File: config.mk
export PLATFORM = sky130hd
export DESIGN_NAME = rtout_port
export DESIGN_NICKNAME = d
export VERILOG_FILES = /design/src/rtl/rtout_pkg.sv /design/src/rtl/rtout_rst_sync.sv /design/src/rtl/rtout_buf.sv /design/src/rtl/rtout_latch.sv /design/src/rtl/rtout_port.sv
export SDC_FILE = /design/constraint.sdc
export NUM_CORES = 1
export LEC_CHECK = 0
export ABC_AREA = 1
export CORE_UTILIZATION = 40
export CTS_CLUSTER_SIZE = 16
export DETAILED_ROUTE_END_ITERATION = 12
export GPL_ROUTABILITY_DRIVEN = 0
export PLACE_DENSITY = 0.83
export SLEW_MARGIN = 20
export SYNTH_ARGS = -nofsm -noshare
export SYNTH_HDL_FRONTEND = slang
export SYNTH_HIERARCHICAL = 1
export SYNTH_SLANG_ARGS = --single-unit
File: constraint.sdc
create_clock -name clk -period 2 [get_ports clk]
set_input_delay 0.2 -clock clk [delete_from_list [all_inputs] [get_ports clk]]
set_output_delay 0.2 -clock clk [all_outputs]
set_load 0.02 [all_outputs]
File: src/rtl/rtout_pkg.sv
package rtout_pkg;
  typedef enum logic {
    LAYOUT_SPLIT = 1'b0,
    LAYOUT_JOINT = 1'b1
  } rt_layout_e;

  localparam int unsigned DEF_NIB_W   = 4;
  localparam int unsigned DEF_NUM_NIB = 2;
  localparam int unsigned DEF_ADDR_W  = 16;
endpackage

File: src/rtl/rtout_rst_sync.sv
module rtout_rst_sync #(
  parameter int unsigned STAGES = 2
) (
  input  logic clk,
  input  logic rst_n,
  output logic rst_sync_n
);
  logic [STAGES-1:0] sync_q;
  logic [STAGES-1:0] sync_d;

  always_comb begin
    sync_d = {sync_q[STAGES-2:0], 1'b1};
  end

  always_ff @(posedge clk or negedge rst_n) begin
    if (!rst_n) sync_q <= '0;
    else        sync_q <= sync_d;
  end

  assign rst_sync_n = sync_q[STAGES-1];
endmodule

File: src/rtl/rtout_buf.sv
module rtout_buf
  import rtout_pkg::*;
#(
  parameter int unsigned   NIB_W     = DEF_NIB_W,
  parameter int unsigned   NUM_NIB   = DEF_NUM_NIB,
  parameter int unsigned   ADDR_W    = DEF_ADDR_W,
  parameter logic [15:0]   BASE_ADDR = 16'hFF84,
  parameter logic [15:0]   MASK_ADDR = 16'hFF86,
  localparam int unsigned  DATA_W    = NIB_W * NUM_NIB
) (
  input  logic              clk,
  input  logic              rst_n,
  input  logic [ADDR_W-1:0] bus_addr,
  input  logic              bus_wr,
  input  logic [DATA_W-1:0] bus_wdata,
  input  rt_layout_e        layout,
  output logic [DATA_W-1:0] buf_q,
  output logic [DATA_W-1:0] mask_q
);
  logic [NUM_NIB-1:0] nib_hit;
  logic [NUM_NIB-1:0] nib_en;
  logic [DATA_W-1:0]  buf_d;
  logic [DATA_W-1:0]  mask_d;
  logic               mask_en;

  for (genvar gi = 0; gi < NUM_NIB; gi++) begin : g_nib
    assign nib_hit[gi] = bus_wr && (bus_addr == ADDR_W'(BASE_ADDR + gi));
    assign nib_en[gi]  = (layout == LAYOUT_JOINT) ? (|nib_hit) : nib_hit[gi];

    always_comb begin
      buf_d[gi*NIB_W +: NIB_W] = buf_q[gi*NIB_W +: NIB_W];
      if (nib_en[gi]) buf_d[gi*NIB_W +: NIB_W] = bus_wdata[gi*NIB_W +: NIB_W];
    end
  end

  assign mask_en = bus_wr && (bus_addr == ADDR_W'(MASK_ADDR));

  always_comb begin
    mask_d = mask_q;
    if (mask_en) mask_d = bus_wdata;
  end

  always_ff @(posedge clk or negedge rst_n) begin
    if (!rst_n) begin
      buf_q  <= '0;
      mask_q <= '0;
    end else begin
      buf_q  <= buf_d;
      mask_q <= mask_d;
    end
  end
endmodule

File: src/rtl/rtout_latch.sv
module rtout_latch
  import rtout_pkg::*;
#(
  parameter int unsigned  NIB_W   = DEF_NIB_W,
  parameter int unsigned  NUM_NIB = DEF_NUM_NIB,
  localparam int unsigned DATA_W  = NIB_W * NUM_NIB
) (
  input  logic               clk,
  input  logic               rst_n,
  input  logic [NUM_NIB-1:0] trig,
  input  rt_layout_e         layout,
  input  logic [DATA_W-1:0]  buf_q,
  output logic [DATA_W-1:0]  lat_q
);
  logic [NUM_NIB-1:0] copy_en;
  logic [DATA_W-1:0]  lat_d;

  for (genvar gi = 0; gi < NUM_NIB; gi++) begin : g_nib
    assign copy_en[gi] = (layout == LAYOUT_JOINT) ? trig[0] : trig[gi];

    always_comb begin
      lat_d[gi*NIB_W +: NIB_W] = lat_q[gi*NIB_W +: NIB_W];
      if (copy_en[gi]) lat_d[gi*NIB_W +: NIB_W] = buf_q[gi*NIB_W +: NIB_W];
    end
  end

  always_ff @(posedge clk or negedge rst_n) begin
    if (!rst_n) lat_q <= '0;
    else        lat_q <= lat_d;
  end
endmodule

File: src/rtl/rtout_port.sv
module rtout_port
  import rtout_pkg::*;
#(
  parameter int unsigned  NIB_W     = DEF_NIB_W,
  parameter int unsigned  NUM_NIB   = DEF_NUM_NIB,
  parameter int unsigned  ADDR_W    = DEF_ADDR_W,
  parameter logic [15:0]  BASE_ADDR = 16'hFF84,
  parameter logic [15:0]  MASK_ADDR = 16'hFF86,
  localparam int unsigned DATA_W    = NIB_W * NUM_NIB
) (
  input  logic               clk,
  input  logic               rst_n,
  input  logic [ADDR_W-1:0]  bus_addr,
  input  logic               bus_wr,
  input  logic [DATA_W-1:0]  bus_wdata,
  output logic [DATA_W-1:0]  bus_rdata,
  input  logic [NUM_NIB-1:0] rt_trig,
  input  logic               joint_mode,
  input  logic [DATA_W-1:0]  port_data,
  output logic [DATA_W-1:0]  pin_out
);
  logic              rst_sync_n;
  logic [DATA_W-1:0] buf_q;
  logic [DATA_W-1:0] mask_q;
  logic [DATA_W-1:0] lat_q;
  rt_layout_e        layout;
  logic              buf_sel;

  assign layout = rt_layout_e'(joint_mode);

  rtout_rst_sync #(.STAGES(2)) u_rst (
    .clk        (clk),
    .rst_n      (rst_n),
    .rst_sync_n (rst_sync_n)
  );

  rtout_buf #(
    .NIB_W(NIB_W), .NUM_NIB(NUM_NIB), .ADDR_W(ADDR_W),
    .BASE_ADDR(BASE_ADDR), .MASK_ADDR(MASK_ADDR)
  ) u_buf (
    .clk       (clk),
    .rst_n     (rst_sync_n),
    .bus_addr  (bus_addr),
    .bus_wr    (bus_wr),
    .bus_wdata (bus_wdata),
    .layout    (layout),
    .buf_q     (buf_q),
    .mask_q    (mask_q)
  );

  rtout_latch #(.NIB_W(NIB_W), .NUM_NIB(NUM_NIB)) u_lat (
    .clk    (clk),
    .rst_n  (rst_sync_n),
    .trig   (rt_trig),
    .layout (layout),
    .buf_q  (buf_q),
    .lat_q  (lat_q)
  );

  assign buf_sel = (bus_addr >= ADDR_W'(BASE_ADDR)) &&
                   (bus_addr <  ADDR_W'(BASE_ADDR + NUM_NIB));

  always_comb begin
    if (buf_sel)                            bus_rdata = buf_q & mask_q;
    else if (bus_addr == ADDR_W'(MASK_ADDR)) bus_rdata = mask_q;
    else                                    bus_rdata = '0;
  end

  for (genvar gb = 0; gb < DATA_W; gb++) begin : g_pin
    assign pin_out[gb] = mask_q[gb] ? lat_q[gb] : port_data[gb];
  end
endmodule

==> reports/metrics.yaml <==
cp_max_delay_cell: "sky130_fd_sc_hd__clkdlybuf4s50_1"
cp-end-kind: "primary output"
grt_pass1_vias: 1504
number_of_warnings_reported_in_the_yosys_synthesis_log: 6
seq_area_frac_synth_pct: 41.80
synthesized_netlist_net_count: 248
detail_route.drc_violations: 0
gr-total-overflow: 0
worstSetupStartpointType: "primary input"
dpl_cell_area_um2: 2158
rsz0062_at_grt: "no"
critical_path.cell_chain: "clkdlybuf4s50_1 -> nand2_1 -> inv_1 -> nand2_2 -> nor2_8 -> nand2_4 -> a21oi_1 -> clkbuf_2"
viasPerCell: 4.700
critical_path_required_ps: 1800
setup.worst_path.class: "primary input to primary output"
hold_viol: 0
num_vias: 1490
synth.distinct_cells: 18
numCtsBuffers: 3
post_route_clock_skew_ps: 1.826
insertion_delay_ps: 270
layout_commonest_cell: "sky130_fd_sc_hd__nand2_1"
antenna_left: 0
fin_crit_sh_pct: 89.63
vdd_ir_drop_max_uv: 466.9
hold_slack_ps: 83.87
num_antenna_cells: 0
holdBufCountCts: 0
postSynthCellCount: 210
die_ar_um2: 4145
yosysTopAreaCellShare_pct: 41.80
core-area_um2: 3689
final-setup-viol-count: 0
min_path_type: "primary input to asynchronous set/reset pin"
run_status: "completed"
summed_instance_area_of_the_synthesized_netlist_um2: 1556
p_leak_nw: 1.118
design_area_final_um2: 2173
clk_pin_slew_ps: 80
first_pass_grt_wire_length_mm: 6.375
power_density_nw_per_um2: 477.9
floorplan.initialDensity_pct: 42.20
syn2layout_area_growth_pct: 39.63
post-cts-setup-buffer-count: 0
port-buffer-count: 53
num_rows: 22
number_of_h_tree_levels: 1
drv.max_cap_violation_count: 0
grt_antenna_before_repair: 0
floorplan.io_pins: 54
drt_first_iter_violations: 58
drive_above_1_share_pct: 17.10
critical_path.max_fanout: 9
cts_max_path_buffers: 2
die_y_um: 64.38
nNetsFinal: 308
wl_met3_um: 158
finalMaxSlewViolations: 0
yosys-top-cells-area: "sky130_fd_sc_hd__dfrtp_1, sky130_fd_sc_hd__nand2_1, sky130_fd_sc_hd__nand3_1"
flops_latches_synth: 26
dr.pass1.iters: 4
grtUsageTotal_pct: 19.45
wl_met1_mm: 1.605
routed_wl_mm: 3.549
fin_util_pct: 58.92
layout.cells.most_common_list: "sky130_fd_sc_hd__nand2_1, sky130_fd_sc_hd__clkdlybuf4s50_1, sky130_fd_sc_hd__inv_1"
critical_path_arrival_ps: 1590
cts.root.buffer_cell: "sky130_fd_sc_hd__clkbuf_8"
final_period_minus_worst_setup_slack_ps: 1793
wl_met2_mm: 1.739
clock_tree_from_tritoncts: "yes"
numClockSinks: 26
wire_per_inst_um: 11.20
maxClockFrequency_mhz: 557.9
library_cell_with_the_largest_summed_area_after_synthesis: "sky130_fd_sc_hd__dfrtp_1"
highest_metal_layer_used_by_the_detailed_router: "met4"
grt_max_degree: 25
slowest_delay_ps: 490
die_width_um: 64.38
dp_hpwl_mm: 2.787
synth.avg_cell_area_um2: 7.412
## cell families (layout without fill, tap and decap cells)
group	Yosys count	count (layout)	synth area share (%)
simple gates	134	134	42.44
buf+inv	33	92	8.440
flops	26	26	41.80
compound gates	16	16	7.074
other cells	1	1	0.2409
## worst max-delay path: cells and delay by family
family                 cells  cell delay, ps
AO/OA/AOI/OAI              1             190
AND/OR/NAND/NOR            4             440
buffers and inverters      3             750
## metal layers
layer / vias to the layer above / global-route usage [%]
met5: - / 0
met1: 675 / 24.27
met4: 0 / 5.278
li1: 767 / -
met3: 6 / 3.393
met2: 42 / 34.21
## cells in the mapped netlist (all sizes together)
master	count
nand4	1
nand2	91
dfrtp	26
nand3	29
conb	1
o21ai	8
nor2	13
a21oi	8
buf	1
inv	32
## layout make-up
class | count | area, µm²
clock buffer | 4 | 55.05
fill | 342 | 1515
timing repair buffer | 56 | 513.0
tap | 48 | 60.06
inverter | 32 | 120.1
sequential | 26 | 650.6
multi-input combinational | 151 | 774.5
## what timing repair did
item,4_1_cts,5_1_grt
resized for setup,8,16
setup endpoints to repair,8,8
cloned,0,0
## registers in the layout, summed over array words and instances, names as in the netlist
name          flops
u_rst/sync_q      2
u_buf/buf_q       8
u_buf/mask_q      8
u_lat/lat_q       8
## per-stage QoR
stage               total power [mW]  cells  setup TNS, ps  worst slack (ps)
floorplan                     0.5972    210              0             775.2
finish                         1.039    317              0             207.5
detailed placement            0.7148    313          -1540            -218.5
global placement              0.7121    313          -1382            -188.2
global route                   1.089    317              0             97.75
CTS                            1.047    317              0             59.88
## final timing paths
check / startpoint / endpoint / slack, ps / cells past startpoint
worst max-delay path: bus_addr[13] / bus_rdata[7] / 210 / 8
worst min-delay path: rst_n / u_rst/sync_q[1] / 80 / 1
worst max register to register: u_buf/buf_q[0] / u_lat/lat_q[0] / 1330 / 2
worst min register to register: u_rst/sync_q[1] / u_buf/mask_q[2] / 220 / 1
max in group asynchronous: u_rst/sync_q[1] / u_lat/lat_q[5] / 1540 / 1
min in group clk: u_rst/sync_q[0] / u_rst/sync_q[1] / 360 / 0
## power breakdown
part | internal [mW] | switching (mW)
logic | 0.0957 | 0.0799
registers | 0.527 | 0.000676
clock network | 0.176 | 0.159
total | 0.799 | 0.240
Power figures use the tool's default switching activity.
